==> src/rtl/adc_seq_pkg.sv <==
package adc_seq_pkg;
  typedef enum logic [1:0] {
    ST_IDLE   = 2'd0,
    ST_HI     = 2'd1,
    ST_WAITWR = 2'd2,
    ST_LO     = 2'd3
  } seq_state_e;

  // Place one nibble into the result word; upper selects bits 7..4.
  function automatic logic [7:0] put_nibble(input logic [7:0] cur,
                                            input logic [3:0] nib,
                                            input logic       upper);
    logic [7:0] r;
    r = cur;
    if (upper) r[7:4] = nib;
    else       r[3:0] = nib;
    return r;
  endfunction

  // Rising clock edges from an input change to int_n falling on the timed path.
  function automatic int timed_latency(input int sync_stages, input int phase_cycles);
    return sync_stages + 1 + phase_cycles;
  endfunction
endpackage

==> src/rtl/strobe_sync.sv <==
module strobe_sync #(
  parameter int STAGES = 2
) (
  input  logic clk,
  input  logic rst_n,
  input  logic raw_n,
  output logic lvl,
  output logic fell,
  output logic rose
);
  logic [STAGES:0] sh;

  always_ff @(posedge clk or negedge rst_n) begin
    if (!rst_n) sh <= '1;
    else        sh <= {sh[STAGES-1:0], raw_n};
  end

  assign lvl  = sh[STAGES-1];
  assign fell = sh[STAGES] & ~sh[STAGES-1];
  assign rose = ~sh[STAGES] & sh[STAGES-1];
endmodule

==> src/rtl/conv_seq.sv <==
module conv_seq
  import adc_seq_pkg::*;
#(
  parameter int HI_CYCLES  = 3,
  parameter int LO_CYCLES  = 4,
  parameter int ACQ_CYCLES = 8
) (
  input  logic       clk,
  input  logic       rst_n,
  input  logic       mode,
  input  logic       cs_lvl,
  input  logic       cs_fell,
  input  logic       cs_rose,
  input  logic       rd_lvl,
  input  logic       rd_fell,
  input  logic       rd_rose,
  input  logic       wr_lvl,
  input  logic       wr_fell,
  input  logic       wr_rose,
  input  logic [2:0] addr,
  input  logic [3:0] hi_sample,
  input  logic [3:0] lo_sample,
  output logic [7:0] data_q,
  output logic [2:0] chan_q,
  output logic       int_n,
  output logic       rdy_low,
  output logic       acq_viol,
  output logic       busy,
  output logic       conv_end,
  output logic       hi_latch,
  output logic       override
);
  localparam int MAXPH = (HI_CYCLES > LO_CYCLES) ? HI_CYCLES : LO_CYCLES;
  localparam int CW    = $clog2(MAXPH + 1);
  localparam int AW    = $clog2(ACQ_CYCLES + 1);

  seq_state_e      state;
  logic [CW-1:0]   cnt;
  logic [AW-1:0]   acq_cnt;
  logic            start0, start1, start_req, accept, acq_busy, cnt_zero;

  assign start0    = ~mode & ~cs_lvl & ~rd_lvl & (cs_fell | rd_fell);
  assign start1    = mode & wr_fell & ~cs_lvl;
  assign start_req = (state == ST_IDLE) & (start0 | start1);
  assign acq_busy  = (acq_cnt != '0);
  assign accept    = start_req & ~acq_busy;
  assign cnt_zero  = (cnt == '0);
  assign busy      = (state != ST_IDLE);

  assign hi_latch  = ((state == ST_HI) & cnt_zero) | ((state == ST_WAITWR) & wr_rose);
  assign override  = (state == ST_LO) & mode & rd_fell & ~cs_lvl & wr_lvl;
  assign conv_end  = (state == ST_LO) & (cnt_zero | override);

  always_ff @(posedge clk or negedge rst_n) begin
    if (!rst_n) begin
      state  <= ST_IDLE;
      cnt    <= '0;
      data_q <= '0;
      chan_q <= '0;
    end else begin
      case (state)
        ST_IDLE: if (accept) begin
          chan_q <= addr;
          if (mode) state <= ST_WAITWR;
          else begin
            state <= ST_HI;
            cnt   <= CW'(HI_CYCLES - 1);
          end
        end
        ST_HI, ST_WAITWR: begin
          if (hi_latch) begin
            data_q <= put_nibble(data_q, hi_sample, 1'b1);
            cnt    <= CW'(LO_CYCLES - 1);
            state  <= ST_LO;
          end else if (state == ST_HI) begin
            cnt <= cnt - 1'b1;
          end
        end
        ST_LO: begin
          if (conv_end) begin
            data_q <= put_nibble(data_q, lo_sample, 1'b0);
            state  <= ST_IDLE;
          end else begin
            cnt <= cnt - 1'b1;
          end
        end
        default: state <= ST_IDLE;
      endcase
    end
  end

  always_ff @(posedge clk or negedge rst_n) begin
    if (!rst_n) begin
      int_n    <= 1'b1;
      rdy_low  <= 1'b0;
      acq_cnt  <= '0;
      acq_viol <= 1'b0;
    end else begin
      acq_viol <= start_req & acq_busy;

      if (conv_end)                int_n <= 1'b0;
      else if (accept)             int_n <= 1'b1;
      else if (cs_rose | rd_rose)  int_n <= 1'b1;

      if (mode)                    rdy_low <= 1'b0;
      else if (conv_end | cs_rose) rdy_low <= 1'b0;
      else if (cs_fell)            rdy_low <= 1'b1;

      if (conv_end)      acq_cnt <= AW'(ACQ_CYCLES);
      else if (acq_busy) acq_cnt <= acq_cnt - 1'b1;
    end
  end
endmodule

==> src/rtl/adc_bus_seq.sv <==
module adc_bus_seq #(
  parameter int SYNC_STAGES = 2,
  parameter int HI_CYCLES   = 3,
  parameter int LO_CYCLES   = 4,
  parameter int ACQ_CYCLES  = 8
) (
  input  logic       clk,
  input  logic       rst_n,
  input  logic       mode,
  input  logic       cs_n,
  input  logic       rd_n,
  input  logic       wr_n,
  input  logic [2:0] addr,
  input  logic [3:0] hi_sample,
  input  logic [3:0] lo_sample,
  output logic [7:0] data_out,
  output logic       data_oe,
  output logic       int_n,
  output logic       rdy_pull_low,
  output logic [2:0] chan_out,
  output logic       acq_viol
);
  localparam int NSTB = 3;  // 0: chip select, 1: read, 2: write

  logic [NSTB-1:0] raw_v, lvl_v, fell_v, rose_v;
  logic [7:0]      data_q_w;
  logic            busy_w, conv_end_w, hi_latch_w, override_w;

  assign raw_v = {wr_n, rd_n, cs_n};

  for (genvar g = 0; g < NSTB; g++) begin : g_sync
    strobe_sync #(.STAGES(SYNC_STAGES)) u_sync (
      .clk   (clk),
      .rst_n (rst_n),
      .raw_n (raw_v[g]),
      .lvl   (lvl_v[g]),
      .fell  (fell_v[g]),
      .rose  (rose_v[g])
    );
  end

  conv_seq #(
    .HI_CYCLES  (HI_CYCLES),
    .LO_CYCLES  (LO_CYCLES),
    .ACQ_CYCLES (ACQ_CYCLES)
  ) u_seq (
    .clk       (clk),
    .rst_n     (rst_n),
    .mode      (mode),
    .cs_lvl    (lvl_v[0]),
    .cs_fell   (fell_v[0]),
    .cs_rose   (rose_v[0]),
    .rd_lvl    (lvl_v[1]),
    .rd_fell   (fell_v[1]),
    .rd_rose   (rose_v[1]),
    .wr_lvl    (lvl_v[2]),
    .wr_fell   (fell_v[2]),
    .wr_rose   (rose_v[2]),
    .addr      (addr),
    .hi_sample (hi_sample),
    .lo_sample (lo_sample),
    .data_q    (data_q_w),
    .chan_q    (chan_out),
    .int_n     (int_n),
    .rdy_low   (rdy_pull_low),
    .acq_viol  (acq_viol),
    .busy      (busy_w),
    .conv_end  (conv_end_w),
    .hi_latch  (hi_latch_w),
    .override  (override_w)
  );

  assign data_oe  = ~lvl_v[0] & ~lvl_v[1] & ~busy_w;
  assign data_out = data_oe ? data_q_w : 8'h00;
endmodule

==> config.mk <==
export PLATFORM = sky130hd
export DESIGN_NAME = adc_bus_seq
export DESIGN_NICKNAME = d
export VERILOG_FILES = /design/src/rtl/adc_seq_pkg.sv /design/src/rtl/strobe_sync.sv /design/src/rtl/conv_seq.sv /design/src/rtl/adc_bus_seq.sv
export SDC_FILE = /design/constraint.sdc
export NUM_CORES = 1
export LEC_CHECK = 0
export ABC_CLOCK_PERIOD_IN_PS = 2700
export BUFFER_PORTS_ARGS = -buffer_cell sky130_fd_sc_hd__buf_4
export CAP_MARGIN = 20
export CORE_MARGIN = 4
export CORE_UTILIZATION = 30
export CTS_BUF_LIST = sky130_fd_sc_hd__clkbuf_8
export DETAILED_ROUTE_END_ITERATION = 10
export MAX_ROUTING_LAYER = met4
export PLACE_DENSITY = 0.52
export SKIP_LAST_GASP = 1
export SYNTH_ARGS = -nofsm -noshare
export SYNTH_HDL_FRONTEND = slang
export SYNTH_SLANG_ARGS = --single-unit
==> constraint.sdc <==
create_clock -name clk -period 2.7 [get_ports clk]
set_input_delay 0.27 -clock clk [delete_from_list [all_inputs] [get_ports clk]]
set_output_delay 0.27 -clock clk [all_outputs]
set_load 0.01 [all_outputs]
# ---- Word level (Yosys, flattened, before mapping)
# Index checks and enable logic that the tools add are counted.
dict set report word_totals {
  output_inout_bits 15
  input_bits 17
  ff_bits 32
}
dict set report classes {
  bitwise_logic 40
  addsub 2
  mux 23
  reduce_logical 13
  n_eq_ne 9
}
# op n
set ops {}
lappend ops {{$and A1 B1 Y1} 23}
lappend ops {{$mux W8} 2}
lappend ops {{$pmux W8 S2} 1}
lappend ops {{$mux W3} 5}
lappend ops {{$mux W4} 3}
lappend ops {{$not A1 Y1} 11}
lappend ops {{$pmux W3 S3} 1}
lappend ops {{$reduce_and A3 Y1} 3}
lappend ops {{$mux W2} 4}
lappend ops {{$mux W1} 6}
lappend ops {{$ne A2 B2 Y1 const B} 3}
lappend ops {{$or A1 B1 Y1} 6}
lappend ops {{$pmux W2 S3} 1}
lappend ops {{$reduce_bool A3 Y1} 2}
lappend ops {{$eq A2 B2 Y1 const B} 2}
lappend ops {{$ne A2 B1 Y1 const B} 2}
lappend ops {{$reduce_and A4 Y1} 1}
lappend ops {{$reduce_bool A2 Y1} 2}
lappend ops {{$reduce_bool A4 Y1} 1}
lappend ops {{$sub A4 B1 Y4 const B} 1}
lappend ops {{$logic_not A3 Y1} 1}
lappend ops {{$ne A3 B2 Y1 const B} 1}
lappend ops {{$sub A3 B1 Y3 const B} 1}
lappend ops {{$eq A2 B1 Y1 const B} 1}
lappend ops {{3 further kinds} 3}

# ---- Depth between registers and ports, before layout
# Gate-level depths: netlist of the first run.
dict set report logic_depth {
  depth_word 10
  depth_mapped 7
  ltp_nobuf 7
}

# ---- Cells and area by module
# A second synthesis of the first run with hierarchy kept.
dict set report hier_totals {
  cells_unflattened 143
  hier_area_um2 1637.8
}
# mod instances seq_area_each_um2 cells_each area_each_um2
set modules_own_cells {}
lappend modules_own_cells {conv_seq 1 576.8 116 1194.9}
lappend modules_own_cells {strobe_sync 3 78.8 5 93.8}
lappend modules_own_cells {adc_bus_seq 1 0.0 12 161.4}

# ---- Worst setup path after synthesis of the first run
# No wires, ideal clock.
dict set report synth_timing {
  kind {register to register}
  startpoint {register u_seq.state[0]}
  endpoint {register u_seq.state[0]}
  required_time_ps 2573
  path_slack_ps 498
  path_stages_with_launch 8
  arrival_ps 2074
  n_path_buf 0
  synth_period_minus_slack_ps 2202
  cell_sequence {dfrtp_1 -> inv_1 -> ha_1 -> nor3b_4 -> o2bb2ai_2 -> nand2_2 -> a222oi_1 -> mux2_1}
}
dict set report synth_via {
  elab_chain_len 9
}
# element line_no
set synth_lines {}
lappend synth_lines {{start: declaration} conv_seq.sv:37} ;# seq_state_e state;
lappend synth_lines {{start signal: assignment} conv_seq.sv:56} ;# state <= ST_IDLE;
lappend synth_lines {{start signal: assignment} conv_seq.sv:64} ;# if (mode) state <= ST_WAITWR;
lappend synth_lines {{start signal: assignment} conv_seq.sv:66} ;# state <= ST_HI;
lappend synth_lines {{$eq A2 B2 Y1} {conv_seq.sv:51, conv_seq.sv:52, conv_seq.sv:61}}
lappend synth_lines {{$and A1 B1 Y1 (4 in a row)} conv_seq.sv:51} ;# assign override = (state == ST_LO) & mode & rd_fell & ~cs_lvl & wr_lvl;
lappend synth_lines {{$or A1 B1 Y1} conv_seq.sv:52} ;# assign conv_end = (state == ST_LO) & (cnt_zero | override);
lappend synth_lines {{$and A1 B1 Y1} conv_seq.sv:52}
lappend synth_lines {{$ne A2 B1 Y1 (no source line)} n/a}
lappend synth_lines {{$reduce_and A3 Y1 (no source line)} n/a}
# Parallel ways exist; a longest one is shown, timed or not.
# A chain may end at the register's enable or synchronous reset.

# ---- Final worst setup path of the first run
dict set report layout_timing {
  startpoint {register u_seq.state[0]}
  endpoint {register u_seq.state[1]}
}
# Same word-level chain as after synthesis.

==> results by group, run 1 <==
STA
  • Post-Route Skew: 0.00571 ns
  • RSZ-0062 raised after global routing: no
  • Setup Total Neg Slack: 0 ns
  • Final Hold Vio Count: 0
  • Post-route minimum period: about 2.4 ns
  • Achievable frequency: 0.416 GHz
  • Period utilization: 88.9%
  • Final slew viol count: 0
  • Least-Margin Pin Slew: 0.554 ns
  • Slew headroom: 62.8%
  • Setup violations, final: 0

Clock tree
  • CTS Buffer Depth: 2
  • CTS buffer count: 5
  • PostCTS Resize Cnt: 0
  • Clk_lat worst skew: 0.28 ns
  • Clock transition at path regs: around 0.060 ns
  • CTS sink cnt: 32
  • Clk root buf: clkbuf_8
  • Post CTS Setup Buffer Count: 0
  • Clock H-tree levels: 2
  • Hold-fix buffers, CTS: 1
  • CTS tree: yes

Synth
  • Post-Syn Area per Cell: 11.5 µm²
  • Top-area cell type share of the netlist area: 35.9%
  • Dominant cell type by area after synthesis: dfrtp_1
  • Synthesis Warnings: 0
  • Post-Synthesis Cell Area: ~1500 µm²
  • Gate Count Post-Synth: 133
  • Netlist cell types: 34
  • Asr flop ratio synth: 100%
  • Seq cells post-synth: 32
  • Mapped Nets: 160
  • Synth Flop Type: dfrtp_1
  • Synth top area cells: dfrtp_1, dfstp_2, ha_1
  • Seq/Total Area, Yosys: 53.0%
  • Post-synth EDFFs: 0

GRT
  • Initial antenna violation count: 0
  • Grt total ovfl: 0
  • First-pass GRT wire length: between 5000 and 6000 µm
  • GRT Total Usage: 11.3%
  • Vias in the first global route: roughly 1.1k
  • Largest net degree at the start of global routing: 33

Drt
  • Pre-Repair DR Iteration Count: 4
  • Avg Vias per Cell: 4.58
  • DRC errors left: 0
  • DR WL/cell: 13.1 µm
  • Iter 0 DRT Violations: 34
  • Routed Wire Length: 3150 µm
  • Post-route ant nets: 0
  • Vias: 1098

Power
  • Switching Fraction: around 35%
  • Internal Power: 1.35 mW
  • Leakage: 0.944 nW
  • Combinational Power Share: 42.1%
  • Tot Pwr: 2.07 mW
  • Psw: just over 0.7 mW
  • VDD IR max: 0.000544 V
  • Seq pwr share: 36.7%
  • Power Density: 1050 nW/µm²
  • Clock power frac: 21.2%

Cells and area
  • Fill count: 493
  • Layout cells sized above 1: 35.3%
  • Fin nets: about 200
  • Commonest non-fill, non-tap cell in the layout: buf_4
  • Area growth from synthesis to layout: 28.4%
  • ANT cells: 0
  • Post-route insts no fill: 240
  • Core Util, Final: between 40% and 50%
  • Commonest cells after routing, fill and taps aside: buf_4, dfrtp_1, nand2_1

Die
  • Die Wd: 79.5 µm
  • Ports: 32
  • Die ar.: 6330 µm²
  • Initial core utilization: 31.7%
  • Core ar.: between 4000 and 5000 µm²
  • Site Rows: 25
  • DIE HEIGHT: 79.5 µm

Placed design
  • Gpl congestion: 0.729
  • Port bufs: 31
  • HPWL Detailed: 2470 µm
  • Placed insts: 231

Critical path
  • Critical-path maximum fanout: 10
  • Crit. End Element: flip-flop
  • CP arrival: roughly 2.6 ns
  • Worst R2R Path Depth: 7
  • Worst setup path class: flip-flop to flip-flop
  • Crit start category: flip-flop
  • CP required: 2.86 ns

Hold path
  • Hold depth: 1
  • Hold Crit Class: primary input to flip-flop

Flow run
  • Max cap viols: 0

Outcome
  • Status: completed
[metal layers]
metal | vias up | global-route usage [%] | routed length, µm
met5 | - | - | 0
met4 | 0 | 3.61 | 42
met3 | 5 | 3.72 | 148
met2 | 24 | 18.7 | 1710
met1 | 538 | 12.9 | 1250
li1 | 531 | - | -
[synth_stat cells (2+ instances only)]
cell,number
a21oi_1,6
a222oi_1,2
and2_1,8
and3b_1,2
dfrtp_1,22
dfstp_2,10
ha_1,10
inv_1,9
mux2_1,4
mux2_2,7
nand2_1,13
nand2b_1,2
nor2_1,7
nor2b_1,2
nor3_1,4
o21ai_0,5
xnor2_1,3
[layout make-up]
class / instances / area (µm²) / share of cell area [%]
Inverter: 10 / 37.5 / 1.90
Multi-Input combinational cell: 90 / 679 / 34.5
Timing Repair Buffer: 33 / 250 / 12.7
Clock buffer: 5 / 68.8 / 3.49
Sequential cell: 32 / 813 / 41.2
Clock inverter: 3 / 38.8 / 1.97
Tap cell: 67 / 83.8 / 4.25
[cell families (layout without fill, tap and decap cells)]
family,after synthesis,in the layout,share of synthesized area (%)
flip-flops,32,32,53.0
multiplexers,12,12,8.72
XOR/XNOR,3,3,1.71
adder cells (fa/ha/maj),10,10,8.15
AND/OR/NAND/NOR,44,44,16.1
AO/OA/AOI/OAI,21,21,9.62
buffers and inverters,11,51,2.77
[per-stage QoR]
| step | setup WS (ns) | hold WS, ns | cell area, µm² |
|---|---|---|---|
| 6_report | 0.298 | 0.0950 | 1970 |
| 2_1_floorplan | 0.498 | -0.0256 | 1540 |
| 3_3_place_gp | 0.410 | 0.226 | 1850 |
| 5_1_grt | 0.111 | 0.0763 | 1970 |
| 3_5_place_dp | 0.267 | 0.236 | 1850 |
| 4_1_cts | 0.260 | 0.0815 | 1970 |
[worst max-delay path, cell delays in order, from the launching register on]
cell and delay (ns):
dfrtp_1 0.40, inv_1 0.15, ha_1 0.26, nor3b_4 0.39, o2bb2ai_2 0.17, nand2_2 0.13, a222oi_1 0.41, mux2_1 0.37
[path summary, 6_finish.rpt]
| path | slack, ns | startpoint | endpoint |
|---|---|---|---|
| setup / recovery | 0.30 | u_seq.state[0]$_DFFE_PN0P_ | u_seq.state[1]$_DFFE_PN0P_ |
| hold / removal | 0.1 | cs_n | g_sync[0].u_sync.sh[0]$_DFF_PN1_ |
| setup reg to reg | 0.30 | u_seq.state[0]$_DFFE_PN0P_ | u_seq.state[1]$_DFFE_PN0P_ |
| hold reg to reg | 0.36 | g_sync[0].u_sync.sh[0]$_DFF_PN1_ | g_sync[0].u_sync.sh[1]$_DFF_PN1_ |
| max in group asynchronous | 1.92 | rst_n | u_seq.int_n$_DFFE_PN1P_ |
| min in group asynchronous | 0.46 | rst_n | u_seq.data_q[0]$_DFFE_PN0P_ |
[power groups by stage]
stage	Combinational (mW)	Clock, mW	Sequential [mW]
after floorplan	0.617	0	0.755
after global placement	0.843	0	0.762
after detailed placement	0.879	0	0.772
after CTS	0.885	0.455	0.763
after global routing	0.982	0.478	0.784
final	0.870	0.437	0.759
[registers in the layout, indices dropped and copies added (netlist names)]
register and flops:
u_seq.state 2, g_sync.u_sync.sh 9, u_seq.chan_q 3, u_seq.rdy_low 1
u_seq.int_n 1, u_seq.data_q 8, u_seq.acq_cnt 4, u_seq.acq_viol 1
u_seq.cnt 3
Note: power is estimated with default switching activity, not from simulation.
==> run 2: changes to the inputs <==
--- a/config.mk
+++ b/config.mk
@@ -7,14 +7,16 @@
 export LEC_CHECK = 0
 export ABC_CLOCK_PERIOD_IN_PS = 2700
 export BUFFER_PORTS_ARGS = -buffer_cell sky130_fd_sc_hd__buf_4
-export CAP_MARGIN = 20
+export CELL_PAD_IN_SITES_DETAIL_PLACEMENT = 1
+export CELL_PAD_IN_SITES_GLOBAL_PLACEMENT = 2
 export CORE_MARGIN = 4
 export CORE_UTILIZATION = 30
 export CTS_BUF_LIST = sky130_fd_sc_hd__clkbuf_8
 export DETAILED_ROUTE_END_ITERATION = 10
 export MAX_ROUTING_LAYER = met4
-export PLACE_DENSITY = 0.52
+export PLACE_DENSITY = 0.71
 export SKIP_LAST_GASP = 1
 export SYNTH_ARGS = -nofsm -noshare
 export SYNTH_HDL_FRONTEND = slang
+export SYNTH_HIERARCHICAL = 1
 export SYNTH_SLANG_ARGS = --single-unit
==> run 2 against run 1 <==
Fmax is 9.3% higher; sequential share of layout area fell by 1.5 points; wire length grew 22%; cell area increased by 3.7%; final cell count increased by 3.8%; largest cell class unchanged; highest routed layer unchanged.
==> results by group, run 2 <==
Outcome
  • Status: completed

Placed design
  • Setup slack at placement: 0.492 ns
  • Placed insts: 240
  • Port bufs: 31
  • Area of placed instances: 1930 µm²
  • Gpl congestion: 0.763
  • HPWL Detailed: a little under 3000 µm

Drt
  • Vias: 1225
  • Routed Wire Length: slightly below 4000 µm
  • Post-route ant nets: 0
  • Iter 0 DRT Violations: 47
  • Pre-Repair DR Iteration Count: 4
  • DR WL/cell: 15.5 µm
  • Avg Vias per Cell: 4.92
  • DRC errors left: 0

Clock tree
  • Clock transition at path regs: about 0.070 ns
  • Clock H-tree levels: 2
  • Post CTS Setup Buffer Count: 0
  • CTS tree: yes
  • PostCTS Resize Cnt: 0
  • CTS sink cnt: 32
  • CTS Buffer Depth: 2
  • Clk root buf: clkbuf_8
  • Clk_lat worst skew: 0.28 ns
  • CTS buffer count: 5

STA
  • Post-Route Skew: 0.00296 ns
  • Post-route minimum period: between 2 and 2.5 ns
  • Period utilization: 81.4%
  • Achievable frequency: between 0.4 and 0.5 GHz
  • Final slew viol count: 0
  • Final Hold Vio Count: 0
  • Slew headroom: 63.5%
  • RSZ-0062 raised after global routing: no
  • Setup Total Neg Slack: 0 ns
  • Setup WS post-layout: 0.503 ns
  • Hold slack: 0.0944 ns
  • Setup violations, final: 0
  • Least-Margin Pin Slew: 0.543 ns

Synth
  • Seq cells post-synth: 32
  • Post-Syn Area per Cell: 11.5 µm²
  • Synthesis Warnings: 6
  • Synth Flop Type: dfrtp_1
  • Synth cell count leaders: dfrtp_1, nand2_1, nor2_1
  • Gate Count Post-Synth: ~140
  • Dominant cell type by area after synthesis: dfrtp_1
  • Asr flop ratio synth: 100%
  • Top-area cell type share of the netlist area: 33.6%
  • Mapped Nets: 168
  • Synth top area cells: dfrtp_1, dfstp_2, nor4b_2
  • Top-count cell post-synth: dfrtp_1
  • Seq/Total Area, Yosys: roughly half
  • Post-synth EDFFs: 0
  • Netlist cell types: 39
  • Post-Synthesis Cell Area: between 1500 and 2000 µm²

GRT
  • First-pass GRT wire length: 6440 µm
  • Grt total ovfl: 0
  • Largest net degree at the start of global routing: 33
  • Grt peak-use layer: met2
  • Vias in the first global route: ~1.4k
  • Met2 Usage GRT: 23.1%
  • GRT met3 Usage: under 10%
  • M1 GR Usage: 14.3%
  • GRT Total Usage: 13.3%
  • Initial antenna violation count: 0

Cells and area
  • Max reg flops: 9
  • Area of the multi-input gates: 752 µm²
  • Fill count: around 600
  • Fin nets: 203
  • Post-route cell area: just over 2000 µm²
  • Top Registers: g_sync.u_sync/sh x9, u_seq/data_q x8, u_seq/acq_cnt x4
  • Commonest cells after routing, fill and taps aside: buf_4, dfrtp_1, nand2_1
  • Most flop-heavy register: g_sync.u_sync/sh
  • ANT cells: 0
  • Post-route insts no fill: 249
  • Commonest non-fill, non-tap cell in the layout: buf_4
  • Area growth from synthesis to layout: 24.8%
  • Layout cells sized above 1: between 30% and 40%
  • Core Util, Final: 39.3%
  • Sequential cell area: between 800 and 900 µm²

Power
  • VDD IR max: between 0.0003 and 0.0004 V
  • Tot Pwr: around 2.2 mW
  • Leakage: about 0.93 nW
  • Power Density: 1060 nW/µm²

Critical path
  • Buffers & Inverters on Critical Path: 1
  • Worst setup path class: flip-flop to flip-flop
  • CP required: just under 3 ns
  • CP delay by family, top: flip-flops
  • Worst reg-to-reg setup slack: 0.50 ns
  • CP max-delay cell: dfstp_2
  • Crit start category: flip-flop
  • Crit. End Element: flip-flop
  • Critical-path maximum fanout: 13
  • CP arrival: 2.39 ns
  • Critical-path cell list: nor2b_1, nand4b_1, nor2_1, a31oi_2, inv_2, a311oi_2, nand2_1, mux2i_1
  • Largest stage delay on the critical path: 0.74 ns

Die
  • Initial core utilization: 31.5%
  • Core ar.: around 5200 µm²
  • Die Wd: between 80 and 90 µm
  • Ports: 32
  • DIE HEIGHT: 81.9 µm
  • Die ar.: 6710 µm²
  • Site Rows: 26

Flow run
  • Max cap viols: 0

Hold path
  • Hold Crit Class: primary input to flip-flop
==> run 2: worst paths after layout <==
path,start,end,depth (start not counted)
min in group asynchronous,rst_n,u_seq/acq_cnt[1]$_DFFE_PN0P_,2
max in group asynchronous,rst_n,g_sync[1].u_sync/sh[1]$_DFF_PN1_,2
setup / recovery,g_sync[1].u_sync/sh[1]$_DFF_PN1_,u_seq/cnt[0]$_DFFE_PN0P_,8
hold / removal,rd_n,g_sync[1].u_sync/sh[0]$_DFF_PN1_,1
hold reg to reg,g_sync[2].u_sync/sh[0]$_DFF_PN1_,g_sync[2].u_sync/sh[1]$_DFF_PN1_,0
setup reg to reg,g_sync[1].u_sync/sh[1]$_DFF_PN1_,u_seq/cnt[0]$_DFFE_PN0P_,8
==> run 2: power breakdown <==
| group | leakage [nW] | switching (mW) | internal (mW) | total (mW) |
|---|---|---|---|---|
| clock network | 0.0593 | 0.171 | 0.270 | 0.441 |
| registers | 0.378 | 0.108 | 0.655 | 0.764 |
| logic | 0.490 | 0.532 | 0.427 | 0.959 |
| total | 0.927 | 0.812 | 1.35 | 2.16 |
==> run 2: logic make-up after synthesis <==
family | after synthesis | share of synthesized area (%)
AOI/OAI and AO/OA | 18 | 8.33
xor gates and xnor gates | 1 | 0.535
adders and majority gates | 8 | 6.11
buffers and inverters | 15 | 4.43
DFF | 32 | 49.7
muxes | 11 | 7.26
and+or+nand+nor | 58 | 23.7
==> run 2: cell type report <==
cell class,count,area share (%)
clock inverter,3,1.90
timing repair buffer,32,11.9
inverter,11,2.02
clock buffer,5,3.37
multi-input combinational,96,36.8
tap,70,4.28
sequential,32,39.8
==> run 2: routing by layer <==
metal	part of all wire, %	up-vias
li1	-	567
met1	41	614
met3	3.6	13
met2	53	31
met5	0	-
met4	2.2	0
==> run 2: worst reg2reg max path: stages, from the launching register on <==
cell and delay (ns):
dfstp_2 0.74, nor2b_1 0.13, nand4b_1 0.15, nor2_1 0.08, a31oi_2 0.19, inv_2 0.12
a311oi_2 0.34, nand2_1 0.16, mux2i_1 0.22
==> run 2: timing repair <==
item,in CTS,in global routing
hold buffers,1,0
setup endpoints to repair,0,0
hold endpoints to repair,22,0
==> run 3: changes to the inputs <==
--- a/config.mk
+++ b/config.mk
@@ -5,7 +5,7 @@
 export SDC_FILE = /design/constraint.sdc
 export NUM_CORES = 1
 export LEC_CHECK = 0
-export ABC_CLOCK_PERIOD_IN_PS = 2700
+export ABC_CLOCK_PERIOD_IN_PS = 1800
 export BUFFER_PORTS_ARGS = -buffer_cell sky130_fd_sc_hd__buf_4
 export CELL_PAD_IN_SITES_DETAIL_PLACEMENT = 1
 export CELL_PAD_IN_SITES_GLOBAL_PLACEMENT = 2
@@ -14,7 +14,7 @@
 export CTS_BUF_LIST = sky130_fd_sc_hd__clkbuf_8
 export DETAILED_ROUTE_END_ITERATION = 10
 export MAX_ROUTING_LAYER = met4
-export PLACE_DENSITY = 0.71
+export PLACE_DENSITY = 0.74
 export SKIP_LAST_GASP = 1
 export SYNTH_ARGS = -nofsm -noshare
 export SYNTH_HDL_FRONTEND = slang
==> constraint.sdc (replaced) <==
create_clock -name clk -period 1.8 [get_ports clk]
set_input_delay 0.18 -clock clk [delete_from_list [all_inputs] [get_ports clk]]
set_output_delay 0.18 -clock clk [all_outputs]
set_load 0.01 [all_outputs]
==> run 3 against run 2 <==
The run now ends with setup timing left; global-route usage rose by 1.0 points; largest power group unchanged; power rose by 73%; non-clock buffer count rose by 28; worst setup slack got worse by 0.52 ns; critical path type unchanged.
==> results by group, run 3 (synthesized netlist as in run 2, its figures left out) <==
Drt
  • DRC errors left: 0
  • Vias: 1314
  • Avg Vias per Cell: around 4.7
  • Pre-Repair DR Iteration Count: 4
  • Post-route ant nets: 0
  • DR WL/cell: 16.3 µm
  • Iter 0 DRT Violations: between 60 and 70
  • Routed Wire Length: 4510 µm

Critical path
  • Crit start category: flip-flop
  • Largest stage delay on the critical path: 0.54 ns
  • CP arrival: 1.97 ns
  • Worst reg-to-reg setup slack: -0.02 ns
  • Worst setup path class: flip-flop to flip-flop
  • Top cell by count, worst path: nor2_1
  • Critical-path cell list: nor2b_4, nand4b_1, nor2_1, a31oi_2, nor2_1, buf_4, mux2_4
  • Crit. End Element: flip-flop
  • CP required: 1.96 ns
  • Critical-path maximum fanout: 4
  • CP max-delay cell: dfstp_2

Cells and area
  • Post-route insts no fill: 277
  • Area growth from synthesis to layout: 46.0%
  • Top Registers: g_sync.u_sync/sh x9, u_seq/data_q x8, u_seq/acq_cnt x4
  • Commonest non-fill, non-tap cell in the layout: buf_4
  • Core Util, Final: between 40% and 50%
  • Fin nets: 231
  • ANT cells: 0
  • Max reg flops: 9
  • Layout cells sized above 1: between 50% and 60%
  • Fill count: 584
  • Most flop-heavy register: g_sync.u_sync/sh
  • Commonest cells after routing, fill and taps aside: buf_4, dfrtp_1, nand2_1

Clock tree
  • CTS buffer count: 5
  • CTS sink cnt: 32
  • CTS Buffer Depth: 2
  • Clock transition at path regs: 0.07 ns
  • CTS tree: yes
  • Clk_lat worst skew: 0.28 ns
  • Clock H-tree levels: 2
  • Clk root buf: clkbuf_8

Power
  • VDD IR max: ~0.00066 V
  • Tot Pwr: 3.75 mW
  • Seq pwr share: 30.8%
  • Power Density: between 1500 and 2000 nW/µm²
  • Psw: ~1.5 mW
  • Leakage: 1.10 nW
  • Clock power frac: between 10% and 20%
  • Combinational Power Share: 54.5%
  • Switching Fraction: around 40%
  • Internal Power: 2.27 mW

STA
  • Setup WS post-layout: -0.0168 ns
  • Hold slack: between 0.1 and 0.15 ns
  • Slew headroom: 72.1%
  • Least-Margin Pin Slew: 0.418 ns
  • Achievable frequency: between 0.5 and 0.6 GHz
  • RSZ-0062 raised after global routing: yes
  • Post-Route Skew: 0.00990 ns
  • Final slew viol count: 0
  • Final Hold Vio Count: 0
  • Post-route minimum period: 1.82 ns
  • Period utilization: 101%
  • Setup Total Neg Slack: -0.0713 ns
  • Setup violations, final: 7

Die
  • Die ar.: 6710 µm²
  • Ports: 32
  • Site Rows: 26
  • Core ar.: ~5200 µm²
  • DIE HEIGHT: about 80 µm
  • Die Wd: 81.9 µm
  • Initial core utilization: roughly a third

Hold path
  • Hold Crit Class: primary input to flip-flop

Outcome
  • Status: finished with violations
  • Failing checks: setup timing

GRT
  • First-pass GRT wire length: 7050 µm
  • Largest net degree at the start of global routing: 33
  • GRT Total Usage: 14.3%
  • Grt total ovfl: 0
  • Vias in the first global route: about 1.5k
  • Initial antenna violation count: 0

Placed design
  • Placed insts: 254
  • Port bufs: 31
  • Gpl congestion: 0.833
  • HPWL Detailed: 3070 µm

Flow run
  • Max cap viols: 0
run 3: cell types whose count changed in the layout (fill, tap and decap cells not counted), sizes merged:
| cell | change |
|---|---|
| clkinvlp | +2 |
| buf | +25 |
| inv | -1 |
| dlygate4sd3 | +3 |
| bufinv | -1 |
run 3: repair_timing:
item                                    in CTS  in global routing
gates resized for setup                     20                  7
hold buffers                                 4                  0
endpoints found under the setup margin      21                 20
buffers inserted                             6                  5
endpoints found under the hold margin       25                  0
pin swaps                                    4                  2
run 3: critical path: cells and delay by family (launching register included):
family	cells	cell delay [ns]
and+or+nand+nor	4	0.61
AOI/OAI and AO/OA	1	0.07
DFF	1	0.54
buffers and inverters	1	0.18
muxes	1	0.30
run 3: area by class of cell:
cell class	count	area, µm²	share of cell area [%]
inverter	11	41.3	1.73
sequential	32	813	34.0
tap	70	87.6	3.66
timing repair buffer	60	473	19.8
clock inverter	3	23.8	0.994
multi-input combinational	96	883	36.9
clock buffer	5	68.8	2.88
run 3: metrics by stage:
| stage | setup WS (ns) | cell area [µm²] |
|---|---|---|
| 4_1_cts | -0.0166 | 2310 |
| 2_1_floorplan | 0.0592 | 1640 |
| 3_3_place_gp | -0.0262 | 2030 |
| 6_report | -0.0168 | 2390 |
| 3_5_place_dp | -0.0592 | 2030 |
| 5_1_grt | -0.123 | 2390 |
run 3: per-layer routing:
metal  vias to the layer above  track usage, %  part of all wire [%]
li1                        625               -                     -
met1                       651            14.9                    38
met2                        34            26.5                    57
met3                         4            3.07                   3.8
met4                         0            4.49                   1.1
met5                         -               -                     0
run 3: worst paths after layout:
path | depth (start not counted) | start | to
max in group asynchronous | 2 | rst_n | g_sync[2].u_sync/sh[2]$_DFF_PN1_
min in group asynchronous | 2 | rst_n | u_seq/data_q[4]$_DFFE_PN0P_
min | 2 | mode | u_seq/rdy_low$_DFFE_PN0P_
max reg2reg | 7 | g_sync[1].u_sync/sh[2]$_DFF_PN1_ | u_seq/data_q[3]$_DFFE_PN0P_
min reg2reg | 0 | g_sync[1].u_sync/sh[0]$_DFF_PN1_ | g_sync[1].u_sync/sh[1]$_DFF_PN1_
max | 7 | g_sync[1].u_sync/sh[2]$_DFF_PN1_ | u_seq/data_q[3]$_DFFE_PN0P_
run 3: power by group through the flow:
stage                     clock network [mW]  logic [mW]  registers [mW]
after global routing                   0.614        2.21            1.18
after floorplan                            0        1.05            1.12
after CTS                              0.575        1.86            1.14
after global placement                     0        1.50            1.13
after detailed placement                   0        1.59            1.15
final                                  0.553        2.04            1.15
